==> config.mk <==
export PLATFORM = sky130hd
export DESIGN_NAME = irq_status_unit
export DESIGN_NICKNAME = d
export VERILOG_FILES = /design/src/rtl/irq_pkg.sv /design/src/rtl/irq_mask_reg.sv /design/src/rtl/irq_ext_group.sv /design/src/rtl/irq_top_status.sv /design/src/rtl/irq_status_unit.sv
export SDC_FILE = /design/constraint.sdc
export NUM_CORES = 1
export LEC_CHECK = 0
export ABC_AREA = 1
export BUFFER_PORTS_ARGS = -buffer_cell sky130_fd_sc_hd__buf_2
export CAP_MARGIN = 15
export CORE_MARGIN = 10
export CORE_UTILIZATION = 58
export CTS_BUF_LIST = sky130_fd_sc_hd__clkbuf_4 sky130_fd_sc_hd__clkbuf_8
export DETAILED_ROUTE_END_ITERATION = 12
export PLACE_DENSITY = 0.92
export REMOVE_ABC_BUFFERS = 1
export SLEW_MARGIN = 20
export SYNTH_ARGS = -nofsm -noshare
export SYNTH_HDL_FRONTEND = slang
export SYNTH_SLANG_ARGS = --single-unit
==> constraint.sdc <==
create_clock -name clk -period 3.77 [get_ports clk]
set_input_delay 0.754 -clock clk [delete_from_list [all_inputs] [get_ports clk]]
set_output_delay 0.754 -clock clk [all_outputs]
set_load 0.02 [all_outputs]
==> src/rtl/irq_pkg.sv <==
package irq_pkg;
   localparam int DATA_W      = 8;
   localparam int ADDR_W      = 8;
   localparam int NUM_DIRECT  = 5;
   localparam int NUM_GROUPS  = 3;
   localparam logic [ADDR_W-1:0] STAT_ADDR = 8'h14;
   localparam logic [ADDR_W-1:0] MASK_ADDR = 8'h18;
   localparam logic [ADDR_W-1:0] EXT_BASE  = 8'h1C;

   // group index g sits at summary bit g; D is the highest group
   function automatic logic [ADDR_W-1:0] ext_addr(input int g, input int ngrp);
      return EXT_BASE + ADDR_W'(ngrp - 1 - g);
   endfunction
endpackage

==> src/rtl/irq_mask_reg.sv <==
module irq_mask_reg #(
   parameter int              W       = 8,
   parameter logic [W-1:0]    RST_VAL = '1
) (
   input  logic         clk,
   input  logic         rst_n,
   input  logic         wr_en,
   input  logic [W-1:0] wdata,
   output logic [W-1:0] mask
);
   logic [W-1:0] mask_q;

   always_ff @(posedge clk) begin
      if (!rst_n)     mask_q <= RST_VAL;
      else if (wr_en) mask_q <= wdata;
   end
   assign mask = mask_q;


   mask_write_chk: assert property (@(posedge clk) disable iff (!rst_n)
      wr_en |=> (mask_q == $past(wdata)));
endmodule

==> src/rtl/irq_ext_group.sv <==
module irq_ext_group #(
   parameter int W = 8
) (
   input  logic         clk,
   input  logic         rst_n,
   input  logic [W-1:0] evt,
   input  logic         rd_clr,
   output logic [W-1:0] stat,
   output logic         summary
);
   logic [W-1:0] stat_q;
   logic [W-1:0] stat_d;

   always_comb begin
      stat_d = rd_clr ? '0 : stat_q;
      stat_d = stat_d | evt;
   end

   always_ff @(posedge clk) begin
      if (!rst_n) stat_q <= '0;
      else        stat_q <= stat_d;
   end

   assign stat    = stat_q;
   assign summary = |stat_q;


   ext_clear_chk: assert property (@(posedge clk) disable iff (!rst_n)
      (rd_clr && (evt == '0)) |=> (stat_q == '0));

   ext_evt_wins_chk: assert property (@(posedge clk) disable iff (!rst_n)
      (evt != '0) |=> ((stat_q & $past(evt)) == $past(evt)));
endmodule

==> src/rtl/irq_top_status.sv <==
module irq_top_status #(
   parameter int NUM_DIRECT = 5,
   parameter int NUM_GROUPS = 3,
   parameter bit REG_IRQ    = 1'b1
) (
   input  logic                             clk,
   input  logic                             rst_n,
   input  logic [NUM_DIRECT-1:0]            dir_evt,
   input  logic [NUM_GROUPS-1:0]            grp_sum,
   input  logic [NUM_DIRECT+NUM_GROUPS-1:0] mask,
   input  logic                             rd_clr,
   output logic [NUM_DIRECT+NUM_GROUPS-1:0] vis,
   output logic                             irq
);
   localparam int W = NUM_DIRECT + NUM_GROUPS;

   logic [NUM_DIRECT-1:0] pend_q;
   logic [NUM_DIRECT-1:0] pend_d;
   logic [NUM_DIRECT-1:0] clr_bits;
   logic [NUM_DIRECT-1:0] hidden;

   assign vis    = {pend_q, grp_sum} & ~mask;
   assign hidden = pend_q & mask[W-1:NUM_GROUPS];

   always_comb begin
      clr_bits = rd_clr ? vis[W-1:NUM_GROUPS] : '0;
      pend_d   = (pend_q & ~clr_bits) | dir_evt;
   end

   always_ff @(posedge clk) begin
      if (!rst_n) pend_q <= '0;
      else        pend_q <= pend_d;
   end

   generate
      if (REG_IRQ) begin : g_irq_reg
         logic irq_q;
         always_ff @(posedge clk) begin
            if (!rst_n) irq_q <= 1'b0;
            else        irq_q <= |vis;
         end
         assign irq = irq_q;


         irq_rise_chk: assert property (@(posedge clk) disable iff (!rst_n)
            (vis != '0) |=> irq);

         irq_fall_chk: assert property (@(posedge clk) disable iff (!rst_n)
            (vis == '0) |=> !irq);
      end else begin : g_irq_comb
         assign irq = |vis;
      end
   endgenerate


   hidden_kept_chk: assert property (@(posedge clk) disable iff (!rst_n)
      rd_clr |=> ((pend_q & $past(hidden)) == $past(hidden)));

   pend_set_chk: assert property (@(posedge clk) disable iff (!rst_n)
      (dir_evt != '0) |=> ((pend_q & $past(dir_evt)) == $past(dir_evt)));
endmodule

==> src/rtl/irq_status_unit.sv <==
module irq_status_unit
   import irq_pkg::*;
#(
   parameter int GRP_W   = 8,
   parameter bit REG_IRQ = 1'b1
) (
   input  logic              clk,
   input  logic              rst_n,
   input  logic [ADDR_W-1:0] bus_addr,
   input  logic              bus_wr,
   input  logic              bus_rd,
   input  logic [DATA_W-1:0] bus_wdata,
   output logic [DATA_W-1:0] bus_rdata,
   input  logic [NUM_DIRECT-1:0] dir_evt,
   input  logic [GRP_W-1:0]  d_evt,
   input  logic [GRP_W-1:0]  b1_evt,
   input  logic [GRP_W-1:0]  b2_evt,
   output logic              irq
);
   localparam int TOP_W = NUM_DIRECT + NUM_GROUPS;

   generate
      if (TOP_W != DATA_W) begin : g_bad_top_w
         $error("direct plus group count must fill the data width");
      end
      if (GRP_W != DATA_W) begin : g_bad_grp_w
         $error("group register width must equal the data width");
      end
      if (NUM_GROUPS != 3) begin : g_bad_grp_n
         $error("exactly three extended groups are wired");
      end
   endgenerate

   logic [NUM_GROUPS-1:0][GRP_W-1:0] grp_evt;
   logic [NUM_GROUPS-1:0][GRP_W-1:0] grp_stat;
   logic [NUM_GROUPS-1:0]            grp_sel;
   logic [NUM_GROUPS-1:0]            grp_sum;
   logic [TOP_W-1:0]                 mask;
   logic [TOP_W-1:0]                 vis;
   logic                             sel_stat;
   logic                             sel_mask;

   assign grp_evt  = {d_evt, b1_evt, b2_evt};
   assign sel_stat = (bus_addr == STAT_ADDR);
   assign sel_mask = (bus_addr == MASK_ADDR);

   irq_mask_reg #(.W(TOP_W), .RST_VAL('1)) u_mask (
      .clk   (clk),
      .rst_n (rst_n),
      .wr_en (bus_wr && sel_mask),
      .wdata (bus_wdata),
      .mask  (mask)
   );

   generate
      for (genvar g = 0; g < NUM_GROUPS; g++) begin : g_grp
         assign grp_sel[g] = (bus_addr == ext_addr(g, NUM_GROUPS));
         irq_ext_group #(.W(GRP_W)) u_grp (
            .clk     (clk),
            .rst_n   (rst_n),
            .evt     (grp_evt[g]),
            .rd_clr  (bus_rd && grp_sel[g]),
            .stat    (grp_stat[g]),
            .summary (grp_sum[g])
         );
      end
   endgenerate

   irq_top_status #(
      .NUM_DIRECT (NUM_DIRECT),
      .NUM_GROUPS (NUM_GROUPS),
      .REG_IRQ    (REG_IRQ)
   ) u_top (
      .clk     (clk),
      .rst_n   (rst_n),
      .dir_evt (dir_evt),
      .grp_sum (grp_sum),
      .mask    (mask),
      .rd_clr  (bus_rd && sel_stat),
      .vis     (vis),
      .irq     (irq)
   );

   always_comb begin
      bus_rdata = '0;
      if (bus_rd) begin
         if (sel_stat)      bus_rdata = vis;
         else if (sel_mask) bus_rdata = mask;
         else begin
            for (int g = 0; g < NUM_GROUPS; g++) begin
               if (grp_sel[g]) bus_rdata = grp_stat[g];
            end
         end
      end
   end


   grp_mask_chk: assert property (@(posedge clk) disable iff (!rst_n)
      (mask[NUM_GROUPS-1:0] == '1 && vis[TOP_W-1:NUM_GROUPS] == '0) |-> (vis == '0));

   unmapped_chk: assert property (@(posedge clk) disable iff (!rst_n)
      (bus_rd && !sel_stat && !sel_mask && grp_sel == '0) |-> (bus_rdata == '0));
endmodule

# After elaboration in Yosys (flattened, before gate mapping)

Cells that the tools add are included.

Bits of input ports: 49
Output and inout port bits: 9
Register bits after elaboration: 38
Logic and storage cells: 38

Bitwise operators: 8
Eq/ne operators: 5
Mux-type cells: 10
Reduce and logical (&&, ||, !) cells: 9

Operators with widths:

| kind                                                | count |
|---|---|
| two-way mux 8 bit                                   | 9 |
| equality test 8 x 5 -> 1 bit, second input constant | 5 |
| OR reduction 8 bit                                  | 4 |
| OR 8 bit                                            | 3 |
| bitwise AND 8 bit                                   | 1 |
| inverter 8 bit                                      | 1 |
| bitwise AND 5 bit                                   | 1 |
| logical AND 1 bit                                   | 5 |
| two-way mux 5 bit                                   | 1 |
| inverter 5 bit                                      | 1 |
| OR 5 bit                                            | 1 |

# Depth between registers and ports, before layout

Depth in word-level cells: 7
Depth in mapped cells: 10

# Cells and area by module

A second synthesis with hierarchy kept.

Cells, all modules: 357
Area, all modules: 2205.9 sq um

By module, submodules not included:

| module          | area each (sq um) | times used | sequential area each (sq um) | cells each |
|---|---|---|---|---|
| irq_ext_group   | 324.1             | 3          | 160.2                        | 49 |
| irq_status_unit | 613.1             | 1          | 0.0                          | 121 |
| irq_top_status  | 340.3             | 1          | 120.1                        | 54 |
| irq_mask_reg    | 280.3             | 1          | 160.2                        | 35 |

# Worst setup path before layout

No wires, ideal clock.

Path type: input to output
Start point: input port bus_addr[5]
End point: output port bus_rdata[3]
Stages on the path: 10
Arrival: 1.642 ns
Slack: 1.374 ns
Required time: 3.016 ns
Path buffers: 1
Cells stage by stage: inv_1 nand2_1 nor2_4 buf_6 nand3_1 nand2_1 inv_1 nand2_1 nand2_1 nand2_1

Word-level cells in the longest chain between the ends: 7
Elaborated cells between the ends (all ways): 11

RTL lines:

| item                            | line                  | RTL |
|---|---|---|
| from (decl)                     | irq_status_unit.sv:9  | `input logic [ADDR_W-1:0] bus_addr,` |
| equality test 8 x 5 -> 1 bit    | irq_status_unit.sv:57 | `assign grp_sel[g] = (bus_addr == ext_addr(g, NUM_GROUPS));` |
| two-way mux 8 bit (3 in series) | irq_status_unit.sv:91 | `if (grp_sel[g]) bus_rdata = grp_stat[g];` |
| two-way mux 8 bit               | irq_status_unit.sv:88 | `else if (sel_mask) bus_rdata = mask;` |
| two-way mux 8 bit (*)           | irq_status_unit.sv:87 | `if (sel_stat) bus_rdata = vis;` |
| two-way mux 8 bit (*)           | irq_status_unit.sv:86 | `if (bus_rd) begin` |
| to (decl)                       | irq_status_unit.sv:13 | `output logic [DATA_W-1:0] bus_rdata,` |

Every way passes the cells marked *; elsewhere a longest branch is shown, timed or not.

# Final worst setup path

Start point: input port bus_addr[5]
End point: output port bus_rdata[1]

The elaborated chain is that of the path after synthesis.

==> impl_metrics.csv <==
group,metric,value,unit
cts,cts_tree,"built",
cts,cts_root_buf,"clkbuf_4",
placement,dp_slack,0.826,ns
worst_setup_path,endpoint,"bus_rdata[1]",
sta,finalCritPeriodShare,0.785,
floorplan,die_area,0.00620,mm2
global_routing,grt_pass1_vias,2013,
worst_setup_path,start_kind,"primary input",
placement,hpwl,4.00,mm
worst_setup_path,cp_common_cell,"nand2_1",
worst_setup_path,r2r_start,"u_mask.mask[7]$_SDFFE_PN1P_",
route,wire_per_inst,13.0,um
job,max_cap_violations,0,
power,peakVddDrop,0.249,mV
worst_setup_path,path_cells,"buf_2 > inv_1 > nand2_1 > nor2_4 > buf_4 > o2111ai_1 > nand2_1 > nand2_1 > nand2_1 > buf_2",
sta,fin_skew,0.00406,ns
layout,area_growth,18.9,%
cts,post_cts.repair.setup_buffers,0,
worst_setup_path,cp.depth,10,
worst_setup_path,crit_slowest_cell,"nor2_4",
sta,hold_viol,0,
global_routing,grt_max_degree,35,
route,route.vias.total,2059,
sta,tightest_slew,0.909,ns
sta,timing.slew.headroom,0.390,
cts,cts_hold_buf,0,
sta,worst_slack,0.809,ns
floorplan,start_util,0.600,
floorplan,row_count,21,
route,avgViaCountPerCell,5.20,
route,postRouteAntennaNets,0,
cts,htreeDepth,2,
worst_setup_path,r2r.worst_path.cells,7,
synth,synth_cells,293,
route,first_pass_iters,4,
worst_setup_path,crit_start,"bus_addr[5]",
layout,drive_gt1_frac,0.246,
power,p_leak,1.24,nW
worst_setup_path,cpPeakStageDelay,0.45,ns
route,drc_errors,0,
cts,cts_buffers,5,
worst_setup_path,worstPathMaxFanout,17,
cts,path_clk_slew,0.10,ns
route,wl,5.13,mm
placement,port_buffers,57,
placement,gp_congestion,0.907,
sta,setup_viol,0,
synth,yosysSeqAreaShare,0.380,
cts,cts_resized,0,
power,power_density,346,mW/mm2
global_routing,grt_use_total,0.167,
hold_path,min_path_type,"reg2reg",
synth,avgSynthCellArea,6.83,um2
floorplan,fp.dieW,78.8,um
sta,clock.fmax,338,MHz
cts,clockBufferDepth,2,
layout,antenna_cells,0,
sta,setup-tns-final,0,ns
status,outcome,"finished, final reports clean",
global_routing,grt_antenna_before_repair,0,
sta,min_period,2.96,ns
worst_setup_path,r2r-end,"u_top.irq$_SDFF_PN0_",
worst_setup_path,crit_arrival,2.21,ns
worst_setup_path,critPathTopFamily,"simple AND/OR/NAND/NOR gates",
cts,clk_latency,0.35,ns
floorplan,core,0.00334,mm2
global_routing,grt_overflow,0,
synth,synth_area,0.00200,mm2
synth,yosys_warnings,0,
synth,synth_cell_types,26,
floorplan,dieHeight,78.8,um
sta,grt_setup_unrepaired,"false",
layout,nets,399,
floorplan,ios,58,
worst_setup_path,crit_required,3.02,ns
route,first_iter_violations,148,
global_routing,grt_pass1_wl,8.51,mm
synth,synth_seq_cells,38,
worst_setup_path,path_buf_inv,4,
sta,slew_viol_final,0,
worst_setup_path,worstSetupPathType,"in2out",
cts,cts_sinks,38,
layout,n_fill_cell,307,
worst_setup_path,setup.worst_path.end_class,"primary output",
worst_setup_path,r2r_slack,2.72,ns
[layer usage]
layer | global-route usage | up-vias | routed length [um]
met5 | 0 | - | 0
met4 | 0.0896 | 0 | 112
met3 | 0.0642 | 11 | 482
met2 | 0.266 | 67 | 2380
met1 | 0.191 | 922 | 2150
li1 | - | 1059 | -
[logic make-up after synthesis]
group / after synthesis / share of synthesized area
AO/OA/AOI/OAI: 48 / 0.138
flip-flops: 38 / 0.380
buffers and inverters: 37 / 0.0812
AND/OR/NAND/NOR: 170 / 0.401
[worst min-delay path by stage]
stage                             endpoint  cells after the start  slack, ns                        start
4_1_cts        u_mask.mask[7]$_SDFFE_PN1P_                      2       0.50  u_mask.mask[7]$_SDFFE_PN1P_
3_3_place_gp    u_top.pend_q[0]$_SDFF_PN0_                      2       0.47   u_top.pend_q[0]$_SDFF_PN0_
2_1_floorplan  u_mask.mask[3]$_SDFFE_PN1P_                      2       0.45  u_mask.mask[3]$_SDFFE_PN1P_
3_5_place_dp    u_top.pend_q[0]$_SDFF_PN0_                      2       0.48   u_top.pend_q[0]$_SDFF_PN0_
6_report        u_top.pend_q[0]$_SDFF_PN0_                      2       0.50   u_top.pend_q[0]$_SDFF_PN0_
5_1_grt         u_top.pend_q[0]$_SDFF_PN0_                      2       0.53   u_top.pend_q[0]$_SDFF_PN0_
[through the flow]
stage / cells / power [mW] / hold WS, ns / utilization / area [um2]
6_report: 396 / 0.823 / 0.501 / 0.713 / 2380
5_1_grt: 396 / 0.863 / 0.534 / 0.713 / 2380
4_1_cts: 396 / 0.827 / 0.498 / 0.713 / 2380
3_5_place_dp: 389 / 0.547 / 0.479 / 0.689 / 2300
3_3_place_gp: 389 / 0.542 / 0.467 / 0.689 / 2300
2_1_floorplan: 285 / 0.501 / 0.454 / - / 1950
[registers in the layout, indices dropped and copies added, names as in the netlist]
register and cells:
g_grp.u_grp.stat 24, u_mask.mask 8, u_top.pend_q 5, u_top.irq 1
[cell type report]
cell class	instances	area [um2]	area share
clock buffer	6	51.3	0.0216
clock inverter	1	30.0	0.0126
inverter	29	109	0.0457
multi-input combinational	218	1080	0.453
sequential	38	761	0.320
tap	46	57.6	0.0242
timing repair buffer	58	293	0.123
[Yosys cell counts, drive strengths merged]
| library cell | n | share of area |
|---|---|---|
| clkinv | 1 | 0.0019 |
| o2111ai | 8 | 0.035 |
| nand3 | 15 | 0.056 |
| o211ai | 1 | 0.0038 |
| o22ai | 1 | 0.0031 |
| clkbuf | 3 | 0.0056 |
| o21ai | 4 | 0.010 |
| nand4 | 8 | 0.032 |
| nand2b | 1 | 0.0031 |
| inv | 28 | 0.052 |
| o21bai | 1 | 0.0038 |
| a21oi | 33 | 0.083 |
| nor2 | 86 | 0.19 |
| buf | 5 | 0.021 |
| nand2 | 60 | 0.12 |
| dfxtp | 38 | 0.38 |
[worst register-to-register path: stages, from the launching register on]
cell	delay [ns]
dfxtp_1	0.35
inv_1	0.06
nand2_1	0.08
o211ai_1	0.10
nor2_1	0.11
nand2_1	0.07
nor2_1	0.11
nor2_1	0.05
[layout by cell type, fill, tap and decap left out]
| cell | netlist | routed |
|---|---|---|
| clkinv_1 | 1 | 1 |
| nand2b_1 | 1 | 1 |
| buf_4 | 2 | 1 |
| buf_2 | 1 | 57 |
| nand3_1 | 12 | 12 |
| nor2_2 | 1 | 1 |
| nand2_2 | 5 | 5 |
| inv_1 | 22 | 22 |
| o21ai_1 | 4 | 4 |
| o22ai_1 | 1 | 1 |
| nor2_1 | 81 | 81 |
| nor2_4 | 2 | 2 |
| nand3_4 | 3 | 3 |
| nand2_1 | 54 | 54 |
| o21bai_1 | 1 | 1 |
| inv_2 | 6 | 6 |
| nand4_4 | 1 | 1 |
| clkbuf_4 | 0 | 5 |
| dfxtp_1 | 38 | 38 |
| nor2_8 | 2 | 2 |
| nand2_4 | 1 | 1 |
| a21oi_1 | 33 | 33 |
| o211ai_1 | 1 | 1 |
| bufinv_16 | 0 | 1 |
| nand4_1 | 7 | 7 |
| o2111ai_1 | 8 | 8 |
| clkbuf_8 | 0 | 1 |
[where the power goes]
part | leakage [nW] | internal [mW] | switching, mW | total [mW]
combinational | 0.878 | 0.0413 | 0.0570 | 0.0982
clock | 0.0443 | 0.154 | 0.131 | 0.285
sequential | 0.316 | 0.424 | 0.0160 | 0.440
total | 1.24 | 0.619 | 0.204 | 0.823
Power figures use the tool's default switching activity.
